`src/rtl/npc_pkg.sv`:
```
package npc_pkg;
  localparam int IW    = 16;
  localparam int OPC_W = 4;
  localparam logic [OPC_W-1:0] OP_BRANCH = 4'b0000;
  localparam logic [OPC_W-1:0] OP_CALL   = 4'b0100;
  localparam logic [OPC_W-1:0] OP_JUMP   = 4'b1100;
  localparam logic [2:0]       LINK_IDX  = 3'd7;
  typedef enum logic [1:0] {K_SEQ, K_BRANCH, K_CALL, K_JUMP} cf_kind_e;
endpackage

```
`src/rtl/npc_offset.sv`:
```
module npc_offset #(
  parameter int XLEN  = 16,
  parameter int OFS_W = 9
) (
  input  logic [XLEN-1:0]  base_i,
  input  logic [OFS_W-1:0] ofs_i,
  output logic [XLEN-1:0]  sum_o
);
  localparam int EXT_W = XLEN - OFS_W;
  logic [XLEN-1:0] ext;
  assign ext   = {{EXT_W{ofs_i[OFS_W-1]}}, ofs_i};
  assign sum_o = base_i + ext;
endmodule

```
`src/rtl/npc_cond.sv`:
```
module npc_cond #(
  parameter int NFLAG = 3
) (
  input  logic [NFLAG-1:0] mask_i,
  input  logic [NFLAG-1:0] flags_i,
  output logic             hit_o
);
  logic [NFLAG-1:0] terms;
  for (genvar g = 0; g < NFLAG; g++) begin : g_term
    assign terms[g] = mask_i[g] & flags_i[g];
  end
  assign hit_o = |terms;
endmodule

```
`src/rtl/npc_unit.sv`:
```
module npc_unit
  import npc_pkg::*;
#(
  parameter int XLEN = 16
) (
  input  logic            clk,
  input  logic            rst,
  input  logic [IW-1:0]   instr_i,
  input  logic [XLEN-1:0] pc_inc_i,
  input  logic            flag_n_i,
  input  logic            flag_z_i,
  input  logic            flag_p_i,
  input  logic [XLEN-1:0] base_val_i,
  output logic [XLEN-1:0] next_pc_o,
  output logic            taken_o,
  output logic            link_we_o,
  output logic [2:0]      link_sel_o,
  output logic [XLEN-1:0] link_data_o
);
  localparam int OPC_LSB = IW - OPC_W;
  localparam int BR_OFS  = 9;
  localparam int JS_OFS  = 11;

  logic [OPC_W-1:0] opc;
  cf_kind_e         kind;
  logic             br_hit;
  logic [XLEN-1:0]  br_tgt, call_tgt;
  logic [XLEN-1:0]  npc_d;
  logic             taken_d, link_d;

  assign opc = instr_i[IW-1:OPC_LSB];

  always_comb begin
    case (opc)
      OP_BRANCH: kind = K_BRANCH;
      OP_CALL:   kind = K_CALL;
      OP_JUMP:   kind = K_JUMP;
      default:   kind = K_SEQ;
    endcase
  end

  npc_cond #(.NFLAG(3)) i_cond (
    .mask_i  (instr_i[11:9]),
    .flags_i ({flag_n_i, flag_z_i, flag_p_i}),
    .hit_o   (br_hit)
  );

  npc_offset #(.XLEN(XLEN), .OFS_W(BR_OFS)) i_br_ofs (
    .base_i (pc_inc_i),
    .ofs_i  (instr_i[BR_OFS-1:0]),
    .sum_o  (br_tgt)
  );

  npc_offset #(.XLEN(XLEN), .OFS_W(JS_OFS)) i_js_ofs (
    .base_i (pc_inc_i),
    .ofs_i  (instr_i[JS_OFS-1:0]),
    .sum_o  (call_tgt)
  );

  always_comb begin
    npc_d   = pc_inc_i;
    taken_d = 1'b0;
    link_d  = 1'b0;
    case (kind)
      K_BRANCH: if (br_hit) begin
        npc_d   = br_tgt;
        taken_d = 1'b1;
      end
      K_CALL: begin
        npc_d   = instr_i[11] ? call_tgt : base_val_i;
        taken_d = 1'b1;
        link_d  = 1'b1;
      end
      K_JUMP: begin
        npc_d   = base_val_i;
        taken_d = 1'b1;
      end
      default: ;
    endcase
  end

  always_ff @(posedge clk) begin
    if (rst) begin
      next_pc_o   <= '0;
      taken_o     <= 1'b0;
      link_we_o   <= 1'b0;
      link_data_o <= '0;
    end else begin
      next_pc_o   <= npc_d;
      taken_o     <= taken_d;
      link_we_o   <= link_d;
      link_data_o <= link_d ? pc_inc_i : '0;
    end
  end

  assign link_sel_o = LINK_IDX;

  // Assertions
  logic past_ok;
  always_ff @(posedge clk) begin
    if (rst) past_ok <= 1'b0;
    else     past_ok <= 1'b1;
  end

  // an untaken result always carries the incremented PC
  p_untaken_seq_r1: assert property (@(posedge clk) disable iff (rst)
    (past_ok && !taken_o) |-> next_pc_o == $past(pc_inc_i));

  // empty mask never redirects
  p_empty_mask_r3: assert property (@(posedge clk) disable iff (rst)
    (past_ok && $past(instr_i[15:12] == 4'b0000 && instr_i[11:9] == 3'b000))
      |-> !taken_o);

  // jump follows base value without linking
  p_jump_base_r4: assert property (@(posedge clk) disable iff (rst)
    (past_ok && $past(instr_i[15:12] == 4'b1100))
      |-> (taken_o && !link_we_o && next_pc_o == $past(base_val_i)));

  // a link write only follows a call and carries the incremented PC
  p_link_call_r7: assert property (@(posedge clk) disable iff (rst)
    (past_ok && link_we_o)
      |-> ($past(instr_i[15:12]) == 4'b0100 && link_data_o == $past(pc_inc_i)));

  // other opcodes neither redirect nor link
  p_other_quiet_r8: assert property (@(posedge clk) disable iff (rst)
    (past_ok && $past(instr_i[15:12] != 4'b0000 && instr_i[15:12] != 4'b0100
                      && instr_i[15:12] != 4'b1100))
      |-> (!taken_o && !link_we_o));
endmodule

```
`config.mk`:
```
export PLATFORM = sky130hd
export DESIGN_NAME = npc_unit
export DESIGN_NICKNAME = d
export VERILOG_FILES = /design/src/rtl/npc_pkg.sv /design/src/rtl/npc_offset.sv /design/src/rtl/npc_cond.sv /design/src/rtl/npc_unit.sv
export SDC_FILE = /design/constraint.sdc
export NUM_CORES = 1
export LEC_CHECK = 0
export CORE_MARGIN = 1.5
export CORE_UTILIZATION = 40
export CTS_BUF_LIST = sky130_fd_sc_hd__clkbuf_16
export CTS_CLUSTER_SIZE = 28
export DETAILED_ROUTE_END_ITERATION = 12
export PLACE_DENSITY = 0.77
export SETUP_SLACK_MARGIN = 0.5
export SLEW_MARGIN = 30
export SYNTH_ARGS = -nofsm -noshare
export SYNTH_HDL_FRONTEND = slang
export SYNTH_HIERARCHICAL = 1
export SYNTH_SLANG_ARGS = --single-unit
```
`constraint.sdc`:
```
create_clock -name clk -period 4.1 [get_ports clk]
set_input_delay 0.82 -clock clk [delete_from_list [all_inputs] [get_ports clk]]
set_output_delay 0.82 -clock clk [all_outputs]
set_load 0.01 [all_outputs]
```
---- Yosys cells after proc, flatten, opt, wreduce, memory -nomap -nowiden ----
Index checks and enable logic that the tools add are counted.
word-level totals
  logic and storage cells ................. 26
  flip-flop bits (word level) ............. 34
  input bits .............................. 53
  output and inout bits ................... 37
cells by class
  muxes and demuxes ....................... 7
  add/subtract/negate cells ............... 2
  eq/ne operators ......................... 5
  reductions and logical operators ........ 4
  bitwise operators ....................... 4
operators with widths
  cell                                                              count
  16-bit case mux with 3 select lines                               1
  16-bit adder                                                      2
  16-bit two-way mux                                                2
  2-bit case mux with 3 select lines                                1
  2-bit == test (second input constant)                             2
  4-bit by 3-bit == test with 1-bit output (second input constant)  1
  4-bit == test (second input constant)                             1
  4-bit logical NOT                                                 1
  2-bit OR reduction                                                2
  1-bit bitwise AND                                                 3
  3-bit OR reduction                                                1
  2-bit by 1-bit == test with 1-bit output (second input constant)  1
  1-bit two-way mux                                                 2
  1-bit case mux with 2 select lines                                1
  1-bit NOT                                                         1

---- Longest topological paths before layout ----
  depth in word-level cells ............... 6
  depth in mapped cells ................... 10
  gate-level depth less buffers ........... 10

---- Hierarchy ----
The synthesis kept the hierarchy.
modules (own cells, without submodules)
  module      instances  sequential area each (µm²)  area an instance (µm²)  cells an instance
  npc_unit    1          680.7                       2013.2                  189
  npc_offset  2          0.0                         724.4                   98
  npc_cond    1          0.0                         13.8                    2

---- Worst setup path before layout ----
Ideal clock, no wire load.
  path kind ............................... input port to flip-flop
  from .................................... input pc_inc_i[0]
  to ...................................... register next_pc_o[10]
  path buffers ............................ 0
  required time ........................... 3952 ps
  arrival ................................. 3017 ps
  setup time .............................. 148 ps
  slack ................................... 935 ps
  stages .................................. 10
  cells stage by stage .................... ha_1 fa_1 a21o_2 a311oi_2 o21ai_0 a311oi_1 nor3_1 mux2_2 a221oi_2 a221oi_2
between the ends
  longest elaborated chain between the ends .. 3
  elaborated cells between the ends (all ways) .. 5
  those cells by class .................... 2 x add/sub; 3 x mux
RTL lines
  element                              RTL line          RTL
  from (decl)                          npc_unit.sv:9     input logic [XLEN-1:0] pc_inc_i,
  16-bit adder                         npc_offset.sv:12  assign sum_o = base_i + ext;
  net call_tgt[10]                     npc_unit.sv:27    logic [XLEN-1:0] br_tgt, call_tgt;
  16-bit two-way mux                   npc_unit.sv:70    npc_d = instr_i[11] ? call_tgt : base_val_i;
  16-bit case mux with 3 select lines  npc_unit.sv:64    case (kind)
  to (signal assigned)                 npc_unit.sv:89    next_pc_o <= npc_d;
  to (decl)                            npc_unit.sv:14    output logic [XLEN-1:0] next_pc_o,
The timed path passes the listed nets, and every way through them passes these cells.
A chain may end at the register's enable or synchronous reset.

---- Worst setup path after layout ----
  from .................................... input instr_i[0]
  to ...................................... register next_pc_o[12]
between the ends
  longest elaborated chain between the ends .. 3
  elaborated cells between the ends (all ways) .. 5
  those cells by class .................... 2 x add/sub; 3 x mux
RTL lines
  element                              RTL line          RTL
  from (decl)                          npc_unit.sv:8     input logic [IW-1:0] instr_i,
  16-bit adder                         npc_offset.sv:12
  net br_tgt[12]                       npc_unit.sv:27
  16-bit two-way mux                   npc_unit.sv:65    K_BRANCH: if (br_hit) begin
  16-bit case mux with 3 select lines  npc_unit.sv:64
The timed path passes the listed nets, and every way through them passes these cells.

==> out/qor.csv <==
metric;value;unit
path_class;input port to register;
io_pins;90;
dieArea;9257;µm²
area_growth;31.50;%
rows;33;
grt_pass1_vias;3176;
endpoint_kind;register;
vias;3273;
path_cells;clkdlybuf4s50_1, ha_2, fa_1, a21o_2, a311oi_4, nor3_1, o41ai_2, xnor2_1, mux2i_1, or2_2, a221oi_2;
dpl.hpwl;7.561;mm
grt_pass1_wl;15.52;mm
cp_max_fo;3;
via_per_inst;5.682;
maxSlewViolCount;0;
core_area;8299;µm²
yosys.cell_types.count;46;
power.leakage;0.001881;µW
gp_routability_congestion;0.8811;
synth_top_area_share;19.58;%
drive_above_1_share;16.99;%
root_buffer;clkbuf_16;
synth_common_cells;a21oi_1, dfxtp_1, ha_1;
placed_cell_area;4397;µm²
postRouteAntennaNets;0;
syn_avg_cell_area;8.981;µm²
initial_utilization;41.88;%
synthArstFlopShare;0;%
cts_buffer_depth;2;
peakVddDrop;124.8;µV
status;finished clean;
track_usage;21.85;%
ctsHoldBuffers;0;
ys_ff_latch;34;
worst-path-buf-inv;1;
cts_buffers;5;
fin_crit;3431;ps
cpLargestDelayFamily;compound AO/OA/AOI/OAI gates;
stdcell_count;576;
rsz0062_at_grt;no;
diodes;0;
synthTopCellsByArea;dfxtp_1, ha_1, a221oi_2;
fin_area;4571;µm²
max_freq;291.5;MHz
cpMaxStageDelayCell;clkdlybuf4s50_1;
io_buffers;86;
setup_viol;0;
htreeDepth;2;
cts_tree;yes;
cap_violations;0;
power_density;267.9;nW/µm²
cp-start-kind;input port;
yosysWarnings;6;
die_h;96.22;µm
cp_data_required_time;4300;ps
wl_per_cell;17.32;µm
syn_area;3476;µm²
clk_pin_slew;60;ps
synth_ff_type;dfxtp_1;
syn-instance-count;387;
synth_most_common_cell;a21oi_1;
grt_start_max_net_pins;23;
slowest_delay;440;ps
route.detailed.drc;0;
dp.cells;568;
postCtsSetupRepairBufs;0;
first_iter_violations;140;
die_w;96.22;µm
hold_violations;0;
antenna_found_initial;0;
seq_area_frac_synth;19.58;%
synth_enable_flop_cells;0;
totalWireLength;9.976;mm
timing.final.crit_share;83.68;%
yosysTopAreaCell;dfxtp_1;
hp-class;input port to register;
grt.overflow.total;0;
nets;555;
worstMarginPinSlew;828.0;ps
tns;0;ps
cp_data_arrival_time;3630;ps
relSlewSlack;44.57;%
firstDrtPassIters;5;
cts_num_sinks;34;
## sequential cells by signal, summed over array words and instances (netlist names)
signal and count:
link_data_o 16, link_we_o 1, next_pc_o 16, taken_o 1
## repair_timing
action                     CTS  global route
gates resized for setup      2             6
setup endpoints to repair    1             3
pin swaps                    0             3
## power breakdown
part           total [µW]  switching (µW)  internal, µW  leakage (µW)
logic                 512             260           252       0.00153
registers             348            3.70           345      0.000279
clock network         364             145           220     0.0000724
total                1220             408           816       0.00188
## layout make-up
type,count,area [µm²]
sequential,34,680.7
clock buffer,5,125.1
fill,765,3729
timing repair buffer,93,918.4
multi-input combinational,312,2613
tap,105,131.4
clock inverter,3,12.51
inverter,24,90.09
## final timing paths
kind / from / to / cells past startpoint
worst min-delay path: pc_inc_i[0] / next_pc_o[0] / 3
worst max-delay path: instr_i[0] / next_pc_o[12] / 11
## logic make-up (layout without fill, tap and decap cells)
group,count (synthesis),count (layout),share of synthesized area [%]
mux,34,34,10.37
simple gates,98,98,16.74
xor+xnor,30,30,7.559
compound gates,115,115,27.32
flops,34,34,19.58
fa+ha+maj,32,32,11.95
other cells,1,3,0.1079
buf+inv,43,125,6.371
## per-layer routing
metal / track usage (%) / vias up / wire length [µm]
met2: 37.62 / 132 / 4803
met1: 27.94 / 1534 / 4438
li1: - / 1591 / -
met5: 0 / - / 0
met4: 7.475 / 0 / 165
met3: 2.607 / 16 / 568
## cells in the final DEF, fill, tap and decap left out, types with 3 or more instances in the layout
cell type	count
xnor2_1	20
nand3_1	8
nand2_1	18
or2_2	19
clkbuf_16	5
o21ai_0	15
o211ai_1	6
mux2_2	16
inv_1	25
mux2i_1	18
clkdlybuf4s50_1	84
ha_1	28
a21oi_1	35
xor2_1	10
nor2b_1	4
a221oi_1	12
a221oi_2	20
dfxtp_1	34
buf_4	7
o21bai_1	4
nand2b_1	12
nor3_1	7
nor2_1	4
conb_1	3
and2_1	16
a21o_1	4
or2b_1	4
## metrics by stage
| stage | worst slack [ps] | hold WS (ps) | total power [µW] | utilization (%) |
|---|---|---|---|---|
| 6_report | 669.3 | 923.6 | 1224 | 55.07 |
| 5_1_grt | 499.6 | 935.9 | 1285 | 55.07 |
| 4_1_cts | 509.5 | 1234 | 1220 | 54.77 |
| 3_5_place_dp | 170.9 | 1529 | 851.3 | 52.98 |
| 3_3_place_gp | 245.1 | 1515 | 841.4 | 52.98 |
| 2_1_floorplan | 935.0 | 941.7 | 692.8 | - |
(Power assumes the default switching activity.)
